`src/rtl/hostram_pkg.sv`:
```
package hostram_pkg;

    typedef enum logic [1:0] {
        SEQ_IDLE = 2'd0,
        SEQ_WAIT = 2'd1,
        SEQ_DONE = 2'd2
    } seq_state_e;

    typedef struct packed {
        logic ram_rd;
        logic ram_wr;
        logic reg_rd;
        logic reg_wr;
    } acc_stb_t;

    function automatic acc_stb_t decode_access(input logic is_mem, input logic is_rd);
        acc_stb_t s;
        s.ram_rd = is_mem & is_rd;
        s.ram_wr = is_mem & ~is_rd;
        s.reg_rd = ~is_mem & is_rd;
        s.reg_wr = ~is_mem & ~is_rd;
        return s;
    endfunction

endpackage

```
`src/rtl/hostram_addr_latch.sv`:
```
module hostram_addr_latch #(
    parameter int W = 16
) (
    input  logic         clk,
    input  logic         rst_n,
    input  logic         track,
    input  logic [W-1:0] pins,
    output logic [W-1:0] bus
);
    logic [W-1:0] hold_d, hold_q;

    // the hold register refreshes only while tracking
    always_comb begin
        hold_d = track ? pins : hold_q;
    end

    always_ff @(posedge clk or negedge rst_n) begin
        if (!rst_n) hold_q <= '0;
        else        hold_q <= hold_d;
    end

    assign bus = track ? pins : hold_q;
endmodule

```
`src/rtl/hostram_ctrl_capture.sv`:
```
module hostram_ctrl_capture (
    input  logic clk,
    input  logic rst_n,
    input  logic cap_en,
    input  logic mem_in,
    input  logic rd_in,
    output logic mem_q,
    output logic rd_q
);
    logic mem_d, rd_d;

    always_comb begin
        mem_d = cap_en ? mem_in : mem_q;
        rd_d  = cap_en ? rd_in  : rd_q;
    end

    // falling-edge capture of the access type
    always_ff @(negedge clk or negedge rst_n) begin
        if (!rst_n) begin
            mem_q <= 1'b0;
            rd_q  <= 1'b0;
        end else begin
            mem_q <= mem_d;
            rd_q  <= rd_d;
        end
    end
endmodule

```
`src/rtl/hostram_seq.sv`:
```
module hostram_seq
    import hostram_pkg::*;
#(
    parameter int ADDR_W     = 16,
    parameter int BASE_LAT   = 3,
    parameter int REG_RD_LAT = 7
) (
    input  logic              clk,
    input  logic              rst_n,
    input  logic              strobe_n,
    input  logic              select_n,
    input  logic              mem_sel,
    input  logic              rd_wr,
    input  logic [ADDR_W-1:0] addr_in,
    input  logic              addr_track,
    input  logic              eng_req,
    output logic              xfer_n,
    output logic              rdy_n,
    output logic              lat_mem,
    output logic              lat_rd,
    output logic [ADDR_W-1:0] lat_addr,
    output logic              ram_rd_stb,
    output logic              ram_wr_stb,
    output logic              reg_rd_stb,
    output logic              reg_wr_stb,
    output logic              eng_grant
);
    localparam int CNT_W = $clog2(REG_RD_LAT + 1);
    localparam logic [CNT_W-1:0] BASE_M1 = CNT_W'(BASE_LAT - 1);
    localparam logic [CNT_W-1:0] RRD_M1  = CNT_W'(REG_RD_LAT - 1);
    localparam logic [CNT_W-1:0] STB_AT  = CNT_W'(1);

    typedef struct packed {
        seq_state_e        st;
        logic [CNT_W-1:0]  cnt;
        logic              xfer_n;
        logic              rdy_n;
        logic              grant;
        logic [ADDR_W-1:0] addr;
        acc_stb_t          stb;
    } seq_regs_t;

    seq_regs_t q, d;
    logic [ADDR_W-1:0] int_bus;
    logic              cap_en;
    logic              host_req;
    logic [CNT_W-1:0]  last_cnt;

    hostram_addr_latch #(.W(ADDR_W)) u_alat (
        .clk   (clk),
        .rst_n (rst_n),
        .track (addr_track),
        .pins  (addr_in),
        .bus   (int_bus)
    );

    // open only during the half cycle after the start edge
    assign cap_en = (q.st == SEQ_WAIT) && (q.cnt == '0);

    hostram_ctrl_capture u_ccap (
        .clk    (clk),
        .rst_n  (rst_n),
        .cap_en (cap_en),
        .mem_in (mem_sel),
        .rd_in  (rd_wr),
        .mem_q  (lat_mem),
        .rd_q   (lat_rd)
    );

    assign host_req = !strobe_n && !select_n;
    assign last_cnt = (!lat_mem && lat_rd) ? RRD_M1 : BASE_M1;

    always_comb begin
        d     = q;
        d.stb = '0;
        unique case (q.st)
            SEQ_IDLE: begin
                if (host_req && !q.grant) begin
                    d.st     = SEQ_WAIT;
                    d.cnt    = '0;
                    d.xfer_n = 1'b0;
                    d.grant  = 1'b0;
                end else begin
                    d.grant  = eng_req;
                end
            end
            SEQ_WAIT: begin
                d.grant = 1'b0;
                if (q.cnt == '0)    d.addr = int_bus;
                if (q.cnt == STB_AT) d.stb = decode_access(lat_mem, lat_rd);
                if (q.cnt == last_cnt) begin
                    d.rdy_n = 1'b0;
                    d.st    = SEQ_DONE;
                end
                d.cnt = q.cnt + 1'b1;
            end
            SEQ_DONE: begin
                if (strobe_n) begin
                    d.st     = SEQ_IDLE;
                    d.xfer_n = 1'b1;
                    d.rdy_n  = 1'b1;
                    d.grant  = eng_req;
                end
            end
            default: d.st = SEQ_IDLE;
        endcase
    end

    always_ff @(posedge clk or negedge rst_n) begin
        if (!rst_n) begin
            q        <= '0;
            q.st     <= SEQ_IDLE;
            q.xfer_n <= 1'b1;
            q.rdy_n  <= 1'b1;
        end else begin
            q <= d;
        end
    end

    assign xfer_n     = q.xfer_n;
    assign rdy_n      = q.rdy_n;
    assign lat_addr   = q.addr;
    assign ram_rd_stb = q.stb.ram_rd;
    assign ram_wr_stb = q.stb.ram_wr;
    assign reg_rd_stb = q.stb.reg_rd;
    assign reg_wr_stb = q.stb.reg_wr;
    assign eng_grant  = q.grant;

    // engine and host never own the RAM together
    assert_grant_excl_R9: assert property (@(posedge clk) disable iff (!rst_n)
        !(eng_grant && !xfer_n));

    // ready only inside a transfer
    assert_rdy_in_xfer_R7: assert property (@(posedge clk) disable iff (!rst_n)
        !rdy_n |-> !xfer_n);

    // a start needs a request seen with no engine grant
    assert_start_cond_R2: assert property (@(posedge clk) disable iff (!rst_n)
        $fell(xfer_n) |-> ($past(host_req) && !$past(eng_grant)));

    // end only after ready and a released strobe
    assert_end_cond_R8: assert property (@(posedge clk) disable iff (!rst_n)
        $rose(xfer_n) |-> (!$past(rdy_n) && $past(strobe_n)));

    // at most one access strobe
    assert_stb_onehot_R10: assert property (@(posedge clk) disable iff (!rst_n)
        $onehot0({ram_rd_stb, ram_wr_stb, reg_rd_stb, reg_wr_stb}));

    // captured address holds after its capture edge
    assert_addr_hold_R5: assert property (@(posedge clk) disable iff (!rst_n)
        (q.st != SEQ_IDLE && q.cnt != '0) |=> $stable(lat_addr));
endmodule

```
`config.mk`:
```
export PLATFORM = sky130hd
export DESIGN_NAME = hostram_seq
export DESIGN_NICKNAME = d
export VERILOG_FILES = /design/src/rtl/hostram_pkg.sv /design/src/rtl/hostram_addr_latch.sv /design/src/rtl/hostram_ctrl_capture.sv /design/src/rtl/hostram_seq.sv
export SDC_FILE = /design/constraint.sdc
export NUM_CORES = 1
export LEC_CHECK = 0
export BUFFER_PORTS_ARGS = -buffer_cell sky130_fd_sc_hd__buf_2
export CAP_MARGIN = 20
export CORE_ASPECT_RATIO = 0.8
export CORE_MARGIN = 2
export CORE_UTILIZATION = 40
export DETAILED_ROUTE_END_ITERATION = 10
export PLACE_DENSITY = 0.59
export SKIP_CTS_REPAIR_TIMING = 1
export SLEW_MARGIN = 20
export SYNTH_ARGS = -nofsm -noshare
export SYNTH_HDL_FRONTEND = slang
export SYNTH_SLANG_ARGS = --single-unit
```
`constraint.sdc`:
```
create_clock -name clk -period 2.3 [get_ports clk]
set_input_delay 0.115 -clock clk [delete_from_list [all_inputs] [get_ports clk]]
set_output_delay 0.115 -clock clk [all_outputs]
set_load 0.03 [all_outputs]
```
# Word-level counts from Yosys, hierarchy flattened
# Index checks and enable logic that the tools add are counted.
totals:
  reg_bits: 46
op_classes:
  addsub: 1
  n_eq_ne: 7
  mux: 15
  bitwise: 6
  reduce_logical: 20
ops:
  columns: ["operator", "count"]
  rows:
  - ["$mux 16", 1]
  - ["$reduce_and 3->1", 3]
  - ["$mux 4", 2]
  - ["$mux 3", 2]
  - ["$mux 6", 1]
  - ["$pmux 2 s3", 1]
  - ["$pmux 3 s2", 1]
  - ["$reduce_and 2->1", 3]
  - ["$reduce_bool 2->1", 3]
  - ["$and 1x1->1", 4]
  - ["$logic_and 1x1->1", 4]
  - ["$logic_not 1->1", 4]
  - ["$mux 2", 2]
  - ["$ne 2x2->1 const B", 2]
  - ["$pmux 1 s2", 2]
  - ["$add 3x1->3 const B", 1]
  - ["$eq 3x1->1 const B", 1]
  - ["$eq 3x3->1", 1]
  - ["$logic_not 3->1", 1]
  - ["$pmux 1 s3", 1]
  - ["$reduce_bool 3->1", 1]
  - ["$eq 2x1->1 const B", 1]
  - ["$eq 2x2->1 const B", 1]
  - ["$logic_not 2->1", 1]
  - ["3 further kinds", 5]

# Longest topological paths before layout
# Gate-level depths: netlist of the first run.
depth:
  depth_word: 6
  ltp_mapped: 7
  mapped_depth_nobuf: 6

# Hierarchy
# A second synthesis of the first run with hierarchy kept.
unflattened:
  cells_unflattened: 156
  area_unflattened_um2: 2150.8
modules_own_cells:
  columns: ["mod", "n_inst", "cells_each", "area_per_inst_um2"]
  rows:
  - ["hostram_seq", 1, 118, 1428.9]
  - ["hostram_addr_latch", 1, 34, 649.4]
  - ["hostram_ctrl_capture", 1, 4, 72.6]

==> flow_summary.toml, run 1 <==
[outcome]
outcome = "finished with violations"
violations = "setup timing"

[power_and_ir_drop]
vdd_drop_max_mv = 0.7223
power_mw = 3.523
leakage_nw = 1.259
p_per_area_nw_per_um2 = 1357

[detailed_routing]
vias = 1327
finalWirelength_um = 3836
post_drt_wl_per_cell_um = 13.85
routed_via_density = 4.791
drt_iter0_markers = 33
dr.pass1.iters = 4
drc = 0
antenna_left = 0

[layout]
nets = 247
syn_to_final_growth_pct = 23.81
antennaDiodeCount = 0
drive_gt1_share_pct = 55.81
num-fill-cells = 437

[global_route]
busiest_layer = "met2"
grt-ovfl-total = 0
grtUsageMet1_pct = 17.50
gr-usage-all-layers_pct = 13.66
grt_pass1_wl_um = 6182
grt_max_degree = 45
grt_use_met2_pct = 22.27
grt_antenna_before_repair = 0
met3_usage_pct = 4.643
grt_pass1_vias = 1358

[critical_path]
startpoint_type = "register"
crit_start = "u_ccap.rd_q"
crit_slowest_cell = "dfrtn_1"
path_common_cell = "mux2_4"
reg2reg_from = "u_ccap.rd_q"
critPathRequiredTime_ps = 2480
crit_type = "reg2reg"
endpoint_kind = "register"
cp_cell_sequence = "nor2b_4 -> mux2_4 -> a21oi_4 -> mux2_4"
critPathArrivalTime_ps = 2770
critPathMaxStageDelay_ps = 420
crit_fanout = 2

[synthesis]
syn-num-nets = 193
ys_types = 33
ys_ff_latch = 46
ys_seq_area_share_pct = 55.01
yosysMostFrequentCell = "dfrtp_1"
syn_inst = 160
yosys-top-cells-area = "dfrtp_1 50%, mux2_2 19%, buf_4 5.7%, ha_1 5.4%, dfstp_2 2.5%"
netlist.area_leader.share_pct = 50.12
synth_warnings = 0
yosys-top-cells-count = "42 x dfrtp_1, 35 x mux2_2, 16 x buf_4"
avgSynthCellArea_um2 = 13.11
synth-edff-count = 0
async_reset_ff_share_pct = 100.0
netlist_area_um2 = 2097
synth_ff_type = "dfrtp_1"
yosysTopAreaCell = "dfrtp_1"

[clock_network]
clock_tree.root_cell = "clkbuf_8"
htree_levels = 2
cts_buffers = 5
cts_buffer_depth = 2
insertion_delay_ps = 290
cts.sinks = 46
cts_tree = "built"
path_clk_slew_ps = 80

[floorplanning]
ioPinCount = 49
die_w_um = 84.95
initial_core_util_pct = 41.64
row_count = 23
core_um2 = 5036
die-area_um2 = 5841
fp.dieH_um = 68.76

[sta]
clock_skew_ps = 10.06
relSlewSlack_pct = 63.47
finalSetupTns_ps = -885.3
tightest_slew_ps = 548.0
grt_setup_unrepaired = "true"
finalSetupViolCount = 6
slew_viol_final = 0
finalHoldViolations = 0
finalWorstSetupSlack_ps = -287.4
whs_ps = 66.29

[hold_path]
hold_start = "addr_in[10]"
min_path_type = "in2reg"

[placed_design]
place.gp.congestion = 0.7237
dp_slack_ps = -306.7
place_hpwl_um = 2855
place.port_buffers = 48

[job]
max_cap_viol_count = 0
-- logic make-up (layout without fill, tap and decap cells) --
kind of cell	Yosys count	after routing	synth area share, %
simple gates	25	25	6.326
fa+ha+maj	9	9	5.370
mux	37	37	19.81
xor+xnor	1	1	0.4177
buf+inv	25	80	7.637
flops	46	46	55.01
compound gates	17	17	5.430
-- registers in the layout, indices dropped and copies added, names as in the netlist --
register,cells
lat_addr,16
reg_wr_stb,1
u_ccap.rd_q,1
u_ccap.mem_q,1
rdy_n,1
xfer_n,1
ram_rd_stb,1
eng_grant,1
u_alat.hold_q,16
reg_rd_stb,1
ram_wr_stb,1
q,5
-- power breakdown --
part	total [mW]	switching, mW	internal (mW)
Clock	0.580	0.256	0.324
Sequential	1.20	0.123	1.07
Combinational	1.75	0.962	0.785
Total	3.52	1.34	2.18
-- through the flow --
step	cell area, um2	util (%)	instances
floorplan	2130	-	160
global placement	2416	47.98	265
detailed placement	2416	47.98	265
CTS	2526	50.16	273
global route	2596	51.55	277
finish	2596	51.55	277
-- layout make-up --
cell class	instances	area, um2	share of cell area, %
Clock buffer	6	72.57	2.795
Sequential cell	46	1154	44.43
Clock inverter	2	37.54	1.446
Inverter	4	15.01	0.5783
Timing Repair Buffer	68	401.6	15.47
Multi-Input combinational cell	89	838.3	32.29
Tap cell	62	77.57	2.988
-- metal layers --
layer | part of all wire (%) | wire length (um)
met1 | 47 | 1817
met2 | 46 | 1759
met3 | 5.8 | 224
met4 | 0.89 | 34
met5 | 0 | 0
-- worst max-delay path: cells and delay by family, from the launching register on --
| kind | cells | cell delay [ps] |
|---|---|---|
| AOI/OAI and AO/OA | 1 | 130 |
| DFF | 1 | 420 |
| muxes | 2 | 630 |
| and+or+nand+nor | 1 | 150 |
-- worst paths after layout --
path                                     end  slack, ps  cells past startpoint
setup / recovery                       q[26]       -290                      4
hold / removal             u_alat.hold_q[10]         70                      2
setup reg to reg                       q[26]       -290                      4
hold reg to reg             u_alat.hold_q[2]        500                      1
max in group asynchronous       u_ccap.mem_q       1000                      2
min in group asynchronous         ram_wr_stb        470                      3
-- layout by cell type, fill, tap and decap left out, types with 2 or more instances in the layout --
master / count
inv_1: 3
o221ai_1: 2
nor2_1: 2
nand2_1: 7
mux2_4: 2
ha_1: 8
a21oi_1: 5
dfstp_2: 2
buf_4: 20
clkbuf_8: 5
dfrtn_1: 2
o21ai_0: 3
mux2_2: 34
nor2b_4: 2
nand2b_1: 2
dfrtp_1: 42
nor2b_1: 3
buf_2: 46
Note: power is estimated with default switching activity, not from simulation.
==> run 2: changes to the inputs <==
--- a/config.mk
+++ b/config.mk
@@ -14,2 +14,3 @@
 export PLACE_DENSITY = 0.59
+export RECOVER_POWER = 25
 export SKIP_CTS_REPAIR_TIMING = 1
==> constraint.sdc (replaced) <==
create_clock -name clk -period 2.3 [get_ports clk]
set_input_delay 0.23 -clock clk [delete_from_list [all_inputs] [get_ports clk]]
set_output_delay 0.23 -clock clk [all_outputs]
set_load 0.03 [all_outputs]
==> run 2 against run 1 <==
  * The run still ends with setup timing left
  * Worst hold slack gained 110 ps
  * Global-route usage is the same
  * Total power grew 1.3%
  * Largest power group unchanged
  * Cell count grew 0.72%
  * Routed wire length grew 1.1%
==> flow_summary.toml, run 2 (synthesis results as in run 1) <==
[clock_network]
htree_levels = 2
insertion_delay_ps = 290
cts.sinks = 46
clock_tree.root_cell = "clkbuf_8"
path_clk_slew_ps = 80
cts_buffer_depth = 2
cts_tree = "built"
cts_buffers = 5

[critical_path]
crit_slowest_cell = "dfrtn_1"
crit_type = "reg2reg"
reg2reg_to = "q[26]"
startpoint_type = "register"
path_delay_family = "multiplexers"
endpoint_kind = "register"
cp_cell_sequence = "nor2b_4 -> mux2_4 -> a21oi_4 -> mux2_4"
worst-r2r-cell-count = 4
critPathRequiredTime_ps = 2480
critPathMaxStageDelay_ps = 410
path_common_cell = "mux2_4"
critPathArrivalTime_ps = 2770
reg2reg_from = "u_ccap.rd_q"
r2r_slack_ps = -280
path_buf_inv = 0
crit_fanout = 2

[sta]
clock_skew_ps = 10.09
finalHoldViolations = 0
finalSetupViolCount = 7
relSlewSlack_pct = 28.21
finalWorstSetupSlack_ps = -283.3
slew_viol_final = 0
tightest_slew_ps = 1077
grt_setup_unrepaired = "true"

[layout]
layout_common_cells = "45 x buf_2, 42 x dfrtp_1, 34 x mux2_2"
num-fill-cells = 440
utilization_pct = 51.80
antennaDiodeCount = 0
drive_gt1_share_pct = 56.22
design_area_um2 = 2609
final_common_cell = "buf_2"
regArea_um2 = 1154
syn_to_final_growth_pct = 24.40
multi_input_area_um2 = 838.3
nets = 249

[global_route]
grt_max_degree = 45
gr-usage-all-layers_pct = 13.66
grt-ovfl-total = 0
grt_pass1_wl_um = 6182
grt_antenna_before_repair = 0
grt_pass1_vias = 1358

[hold_path]
min_path_type = "in2reg"
hold_depth = 2
min_to = "u_alat.hold_q[10]"
hold_start = "addr_in[10]"

[outcome]
violations = "setup timing"
outcome = "finished with violations"

[power_and_ir_drop]
p_int_mw = 2.218
p_sw_share_pct = 37.88
seqPwrFrac_pct = 33.5
power_mw = 3.570
vdd_drop_max_mv = 0.7239
leakage_nw = 1.267
p_switching_mw = 1.352
pwr-share-comb_pct = 50.3
clock_power_share_pct = 16.2
p_per_area_nw_per_um2 = 1368

[placed_design]
place.gp.congestion = 0.7237
place_hpwl_um = 2855
place_area_um2 = 2416
place.port_buffers = 48
dp_slack_ps = -306.7

[detailed_routing]
dr.pass1.iters = 4
vias = 1333
post_drt_wl_per_cell_um = 13.91
drt_iter0_markers = 32
drc = 0
antenna_left = 0
routed_via_density = 4.778
finalWirelength_um = 3880

[floorplanning]
row_count = 23
ioPinCount = 49
core_um2 = 5036
fp.dieH_um = 68.76
initial_core_util_pct = 41.64
die-area_um2 = 5841
die_w_um = 84.95

[job]
max_cap_viol_count = 0
run 2: cell count changes in the layout (fill, tap and decap cells not counted):
| cell | delta |
|---|---|
| clkbuf_2 | +1 |
| dlygate4sd3_1 | -1 |
| buf_2 | -1 |
| buf_6 | +1 |
| clkbuf_1 | +1 |
| buf_4 | +1 |
run 2: worst reg2reg max path, delay by kind of cell, from the launching register on:
kind	cells	cell delay [ps]
flops	1	410
simple gates	1	140
compound gates	1	130
mux	2	630
run 2: cell type report:
cell class              instances  share of cell area, %
clock buffers                   6                  2.782
inverters                       4                 0.5755
well taps                      62                  2.974
multi-input cells              89                  32.13
repair buffers                 70                  15.88
flip-flops and latches         46                  44.22
clock inverters                 2                  1.439
run 2: worst max path at each step:
stage	startpoint	end	slack, ps	depth (start not counted)
2_1_floorplan	u_ccap.rd_q	q[26]	-560	4
3_3_place_gp	u_ccap.rd_q	q[26]	-240	4
3_5_place_dp	u_ccap.rd_q	q[26]	-310	4
4_1_cts	u_ccap.rd_q	q[26]	-320	4
5_1_grt	u_ccap.rd_q	q[26]	-320	4
6_report	u_ccap.rd_q	q[26]	-280	4
run 2: power groups by stage:
stage / registers, mW / logic [mW] / clock network (mW)
final: 1.20 / 1.79 / 0.580
after global routing: 1.23 / 1.93 / 0.640
after CTS: 1.20 / 1.67 / 0.606
after detailed placement: 1.21 / 1.67 / 0
after global placement: 1.20 / 1.62 / 0
after floorplan: 1.31 / 1.23 / 0
run 2: metrics by stage:
stage                     TNS [ps]  instances  hold slack, ps
after global placement      -653.8        265           383.3
after CTS                    -1350        273           65.82
after floorplan              -1751        160          -65.59
after detailed placement    -927.1        265           396.6
final                        -1110        279           181.0
after global routing         -1423        279           169.4
run 2: per-layer routing:
metal | global-route usage, % | up-vias | part of all wire [%]
met5 | 0 | - | 0
met2 | 22.27 | 31 | 46
met3 | 4.643 | 5 | 5.8
met4 | 4.167 | 0 | 0.88
met1 | 17.50 | 654 | 47
li1 | - | 643 | -
